`src/rtl/dejust_pkg.sv`:
```
package dejust_pkg;

   typedef enum logic [1:0] {
      SLOT_INFO = 2'b00,
      SLOT_OVH  = 2'b01,
      SLOT_CTRL = 2'b10,
      SLOT_JUST = 2'b11
   } slot_e;

endpackage

```
`src/rtl/dejust_vote.sv`:
```
// Tally of justification control bits within one frame.
module dejust_vote #(
   parameter int NCTRL  = 3,
   parameter int VOTE_W = $clog2(NCTRL + 1)
) (
   input  logic clk,
   input  logic rst_n,
   input  logic acc,        // a bit is accepted this cycle
   input  logic clr,        // first bit of a frame
   input  logic is_ctrl,
   input  logic ctrl_val,
   output logic dec_load,
   output logic dec_val
);
   localparam int THRESH = NCTRL / 2 + 1;
   localparam logic [VOTE_W-1:0] LAST_POS = VOTE_W'(NCTRL - 1);
   localparam logic [VOTE_W-1:0] NPOS     = VOTE_W'(NCTRL);

   logic [VOTE_W-1:0] tally_q, seen_q;
   logic [VOTE_W-1:0] tally_b, seen_b;
   logic [VOTE_W:0]   sum_w;
   logic              take;

   always_comb begin
      tally_b  = clr ? '0 : tally_q;
      seen_b   = clr ? '0 : seen_q;
      take     = acc && is_ctrl && (seen_b < NPOS);
      sum_w    = {1'b0, tally_b} + {{VOTE_W{1'b0}}, ctrl_val};
      dec_load = take && (seen_b == LAST_POS);
      dec_val  = (sum_w >= (VOTE_W+1)'(THRESH));
   end

   always_ff @(posedge clk or negedge rst_n) begin
      if (!rst_n) begin
         tally_q <= '0;
         seen_q  <= '0;
      end else if (acc) begin
         tally_q <= take ? sum_w[VOTE_W-1:0] : tally_b;
         seen_q  <= take ? seen_b + VOTE_W'(1) : seen_b;
      end
   end

endmodule

```
`src/rtl/dejust_gate.sv`:
```
// Write gating and decision register.
module dejust_gate
   import dejust_pkg::*;
(
   input  logic  clk,
   input  logic  rst_n,
   input  logic  acc,
   input  slot_e slot,
   input  logic  din,
   input  logic  dec_load,
   input  logic  dec_val,
   output logic  wr_en,
   output logic  wr_data,
   output logic  stuff_flag,
   output logic  dec_valid,
   output logic  drop
);
   logic pass;

   always_comb begin
      pass = acc && ((slot == SLOT_INFO) || ((slot == SLOT_JUST) && !stuff_flag));
      drop = acc && (slot == SLOT_JUST) && stuff_flag;
   end

   always_ff @(posedge clk or negedge rst_n) begin
      if (!rst_n) begin
         wr_en      <= 1'b0;
         wr_data    <= 1'b0;
         stuff_flag <= 1'b0;
         dec_valid  <= 1'b0;
      end else begin
         wr_en     <= pass;
         dec_valid <= dec_load;
         if (acc)      wr_data    <= din;
         if (dec_load) stuff_flag <= dec_val;
      end
   end

endmodule

```
`src/rtl/dejust_stuff_cnt.sv`:
```
module dejust_stuff_cnt #(
   parameter int CNT_W = 8
) (
   input  logic             clk,
   input  logic             rst_n,
   input  logic             inc,
   output logic [CNT_W-1:0] count
);
   always_ff @(posedge clk or negedge rst_n) begin
      if (!rst_n)   count <= '0;
      else if (inc) count <= count + CNT_W'(1);
   end
endmodule

```
`src/rtl/dejust_ctrl.sv`:
```
module dejust_ctrl
   import dejust_pkg::*;
#(
   parameter int NCTRL = 3,
   parameter int CNT_W = 8
) (
   input  logic             clk,
   input  logic             rst_n,
   input  logic             bit_valid,
   input  logic             bit_data,
   input  logic [1:0]       slot_type,
   input  logic             frame_start,
   output logic             wr_en,
   output logic             wr_data,
   output logic             stuff_flag,
   output logic             dec_valid,
   output logic [CNT_W-1:0] stuff_count
);
   localparam int VOTE_W = $clog2(NCTRL + 1);

   generate
      if (!(NCTRL == 3 || NCTRL == 5)) begin : g_bad_nctrl
         $error("NCTRL must be 3 or 5");
      end
      if (CNT_W < 1) begin : g_bad_cntw
         $error("CNT_W must be at least 1");
      end
   endgenerate

   slot_e slot;
   logic  dec_load, dec_val, drop;

   assign slot = slot_e'(slot_type);

   dejust_vote #(.NCTRL(NCTRL), .VOTE_W(VOTE_W)) u_vote (
      .clk      (clk),
      .rst_n    (rst_n),
      .acc      (bit_valid),
      .clr      (frame_start),
      .is_ctrl  (slot == SLOT_CTRL),
      .ctrl_val (bit_data),
      .dec_load (dec_load),
      .dec_val  (dec_val)
   );

   dejust_gate u_gate (
      .clk        (clk),
      .rst_n      (rst_n),
      .acc        (bit_valid),
      .slot       (slot),
      .din        (bit_data),
      .dec_load   (dec_load),
      .dec_val    (dec_val),
      .wr_en      (wr_en),
      .wr_data    (wr_data),
      .stuff_flag (stuff_flag),
      .dec_valid  (dec_valid),
      .drop       (drop)
   );

   dejust_stuff_cnt #(.CNT_W(CNT_W)) u_cnt (
      .clk   (clk),
      .rst_n (rst_n),
      .inc   (drop),
      .count (stuff_count)
   );

endmodule

```
`config.mk`:
```
export PLATFORM = sky130hd
export DESIGN_NAME = dejust_ctrl
export DESIGN_NICKNAME = d
export VERILOG_FILES = /design/src/rtl/dejust_pkg.sv /design/src/rtl/dejust_vote.sv /design/src/rtl/dejust_gate.sv /design/src/rtl/dejust_stuff_cnt.sv /design/src/rtl/dejust_ctrl.sv
export SDC_FILE = /design/constraint.sdc
export NUM_CORES = 1
export LEC_CHECK = 0
export BUFFER_PORTS_ARGS = -buffer_cell sky130_fd_sc_hd__clkbuf_2
export CORE_UTILIZATION = 58
export CTS_BUF_LIST = sky130_fd_sc_hd__clkbuf_8
export DETAILED_ROUTE_END_ITERATION = 10
export GPL_TIMING_DRIVEN = 0
export PLACE_DENSITY_LB_ADDON = 0.1
export SKIP_CTS_REPAIR_TIMING = 1
export SLEW_MARGIN = 25
export SYNTH_ARGS = -nofsm -noshare
export SYNTH_HDL_FRONTEND = slang
export SYNTH_SLANG_ARGS = --single-unit
```
`constraint.sdc`:
```
create_clock -name clk -period 2.1 [get_ports clk]
set_input_delay 0.42 -clock clk [delete_from_list [all_inputs] [get_ports clk]]
set_output_delay 0.42 -clock clk [all_outputs]
set_load 0.03 [all_outputs]
```
==> results.yml <==
status:
  status: "finished clean"
sta:
  maxSlewViolCount: 0
  slew_headroom_pct: 73.3
  period_share_pct: 73.4
  fmax_mhz: 649
  hold_viol: 0
  period_needed_ns: 1.54
  fin_skew_ns: 0.000657
  rsz0062_at_grt: "false"
  setup_viol: 0
  tns_ns: 0
  worst_pin_slew_ns: 0.401
detailed_routing:
  ant_nets: 0
  drt_wl_total_um: 1600
  wire_per_inst_um: 14.2
  vias: 623
  viasPerCell: 5.51
  first_pass_iters: 4
  drt_iter0_drc: 24
  drc: 0
clock_network:
  cts.sinks: 16
  root_buffer: "clkbuf_8"
  cts_max_path_buffers: 2
  h-tree-depth: 1
  clock_latency_ns: 0.25
  numCtsBuffers: 3
  cts_tree: "built"
  clk_pin_slew_ns: 0.06
power_and_ir_drop:
  cellLeakagePower_nw: 0.520
  p_per_area_nw_per_um2: 994
  peakVddDrop_mv: 0.614
  finalPower_mw: 0.991
worst_setup_path:
  critical_path_arrival_ns: 1.67
  required_ns: 2.23
  timing.rr.start: "u_vote.seen_q[1]$_DFFE_PN0P_"
  r2r_end: "u_vote.tally_q[0]$_DFFE_PN0P_"
  critPathMaxFanout: 8
  reg2reg_depth: 6
  cp-start-kind: "flop"
  setup.worst_path.class: "flop to flop"
  setup.worst_path.start: "u_vote.seen_q[1]$_DFFE_PN0P_"
  endpoint_kind: "flop"
  crit_end: "u_vote.tally_q[0]$_DFFE_PN0P_"
  regToRegSetupSlack_ns: 0.56
layout:
  final.fill_count: 94
  diodes: 0
  layout-drive-gt1-share_pct: 29.6
  area_growth_pct: 19.0
  multi_input_area_um2: 400
  ff_latch_area_um2: 400
  final_nets: 112
  final_area_um2: 997
die:
  placeableCoreArea_um2: 1320
  io_pins: 19
  dieArea_um2: 1600
  die_w_um: 40.0
  die_y_um: 40.0
  rows: 13
  start_util_pct: 63.6
synth:
  yosys.cell_types.count: 28
  netlist_instances: 77
  synth_fp_nets: 90
  avgSynthCellArea_um2: 10.9
  yosys_warnings: 0
  synthArstFlopShare_pct: 100
  yosysSeqAreaShare_pct: 47.8
  synth_edf_count: 0
  synth_flop_cell: "dfrtp_1"
  netlist_area_um2: 838
  synth-seq-cells: 16
placed_design:
  place_area_um2: 942
  gp_congestion: 0.759
  portBuffers: 17
  dp_hpwl_um: 1170
job:
  maxCapViolations: 0
global_routing:
  overflow: 0
  grt_max_degree: 17
  grt_antenna_before_repair: 0
  grt_pass1_wl_um: 2480
  grt_pass1_vias: 568
  grt_usage_pct: 25.1
worst_hold_path:
  hold_class: "input pin to async pin"
[synthesized netlist by cell type, types with 2 or more instances]
master / count / area (um^2)
dfrtp_1: 16 / 400
nand2_1: 11 / 41.3
ha_1: 6 / 75.1
inv_1: 5 / 18.8
xnor2_1: 5 / 43.8
nor2_1: 4 / 15.0
xor2_1: 3 / 26.3
a21oi_1: 2 / 10.0
nand2b_1: 2 / 12.5
nand4_1: 2 / 12.5
nor2b_1: 2 / 12.5
nor3_1: 2 / 10.0
o21ai_0: 2 / 10.0
[sequential cells by signal, summed over array words and instances (netlist names)]
signal and flops:
u_gate.dec_valid 1, u_vote.tally_q 2, u_cnt.count 8, u_gate.wr_en 1
u_vote.seen_q 2, u_gate.stuff_flag 1, u_gate.wr_data 1
[area by class of cell]
cell class                      instances  area share, %
Tap cell                               15           1.88
Multi-Input combinational cell         54           40.2
Sequential cell                        16           40.2
Inverter                                5           1.88
Timing Repair Buffer                   17           8.53
Buffer                                  2           1.88
Clock buffer                            4           5.52
[routing by layer]
metal	GRT usage, %	part of all wire [%]	vias up
li1	-	-	297
met1	27.1	40	298
met2	44.4	52	24
met3	5.00	5.6	4
met4	15.5	1.6	0
met5	0	0	-
[cell families after synthesis]
| kind of cell | Yosys count | synth area share, % |
|---|---|---|
| xor+xnor | 8 | 8.36 |
| fa+ha+maj | 6 | 8.95 |
| buf+inv | 7 | 4.48 |
| simple gates | 31 | 22.4 |
| compound gates | 7 | 5.52 |
| flops | 16 | 47.8 |
| mux | 2 | 2.54 |
[worst max-delay path: stages, from the launching register on]
cell,delay (ns)
dfrtp_1,0.38
nor2b_1,0.16
ha_1,0.20
and4bb_1,0.28
buf_6,0.13
mux2i_1,0.18
o21ai_0,0.10
[power by group]
group          internal (mW)  switching, mW
Sequential             0.366         0.0659
Clock                  0.166          0.102
Combinational          0.104          0.186
Total                  0.637          0.354
[metrics by stage]
step           setup slack [ns]  cells  utilization (%)  hold slack, ns
2_1_floorplan             0.640     77                -           0.124
3_3_place_gp              0.436    109             71.5           0.360
6_report                  0.558    113             75.7          0.0857
5_1_grt                   0.488    113             75.7           0.113
4_1_cts                   0.565    113             75.7          0.0891
3_5_place_dp              0.363    109             71.5           0.359
[cells in the final DEF, fill, tap and decap left out, types with 2 or more instances in the layout]
master    Yosys  routed
a21oi_1       2       2
clkbuf_2      0      17
clkbuf_8      0       4
dfrtp_1      16      16
ha_1          6       6
inv_1         5       5
nand2_1      11      11
nand2b_1      2       2
nand4_1       2       2
nor2_1        4       4
nor2b_1       2       2
nor3_1        2       2
o21ai_0       2       2
xnor2_1       5       5
xor2_1        3       3
[how the worst min path moves through the flow]
stage / startpoint / endpoint / slack [ns] / depth (start not counted)
after floorplan: rst_n / u_cnt.count[0]$_DFFE_PN0P_ / 0.12 / 0
after CTS: rst_n / u_cnt.count[4]$_DFFE_PN0P_ / 0.09 / 1
final: rst_n / u_gate.wr_en$_DFF_PN0_ / 0.09 / 1
after global routing: rst_n / u_gate.stuff_flag$_DFFE_PN0P_ / 0.11 / 1
after global placement: rst_n / u_gate.stuff_flag$_DFFE_PN0P_ / 0.36 / 1
after detailed placement: rst_n / u_gate.wr_en$_DFF_PN0_ / 0.36 / 1
No activity file was read; power rests on OpenSTA's default activity.
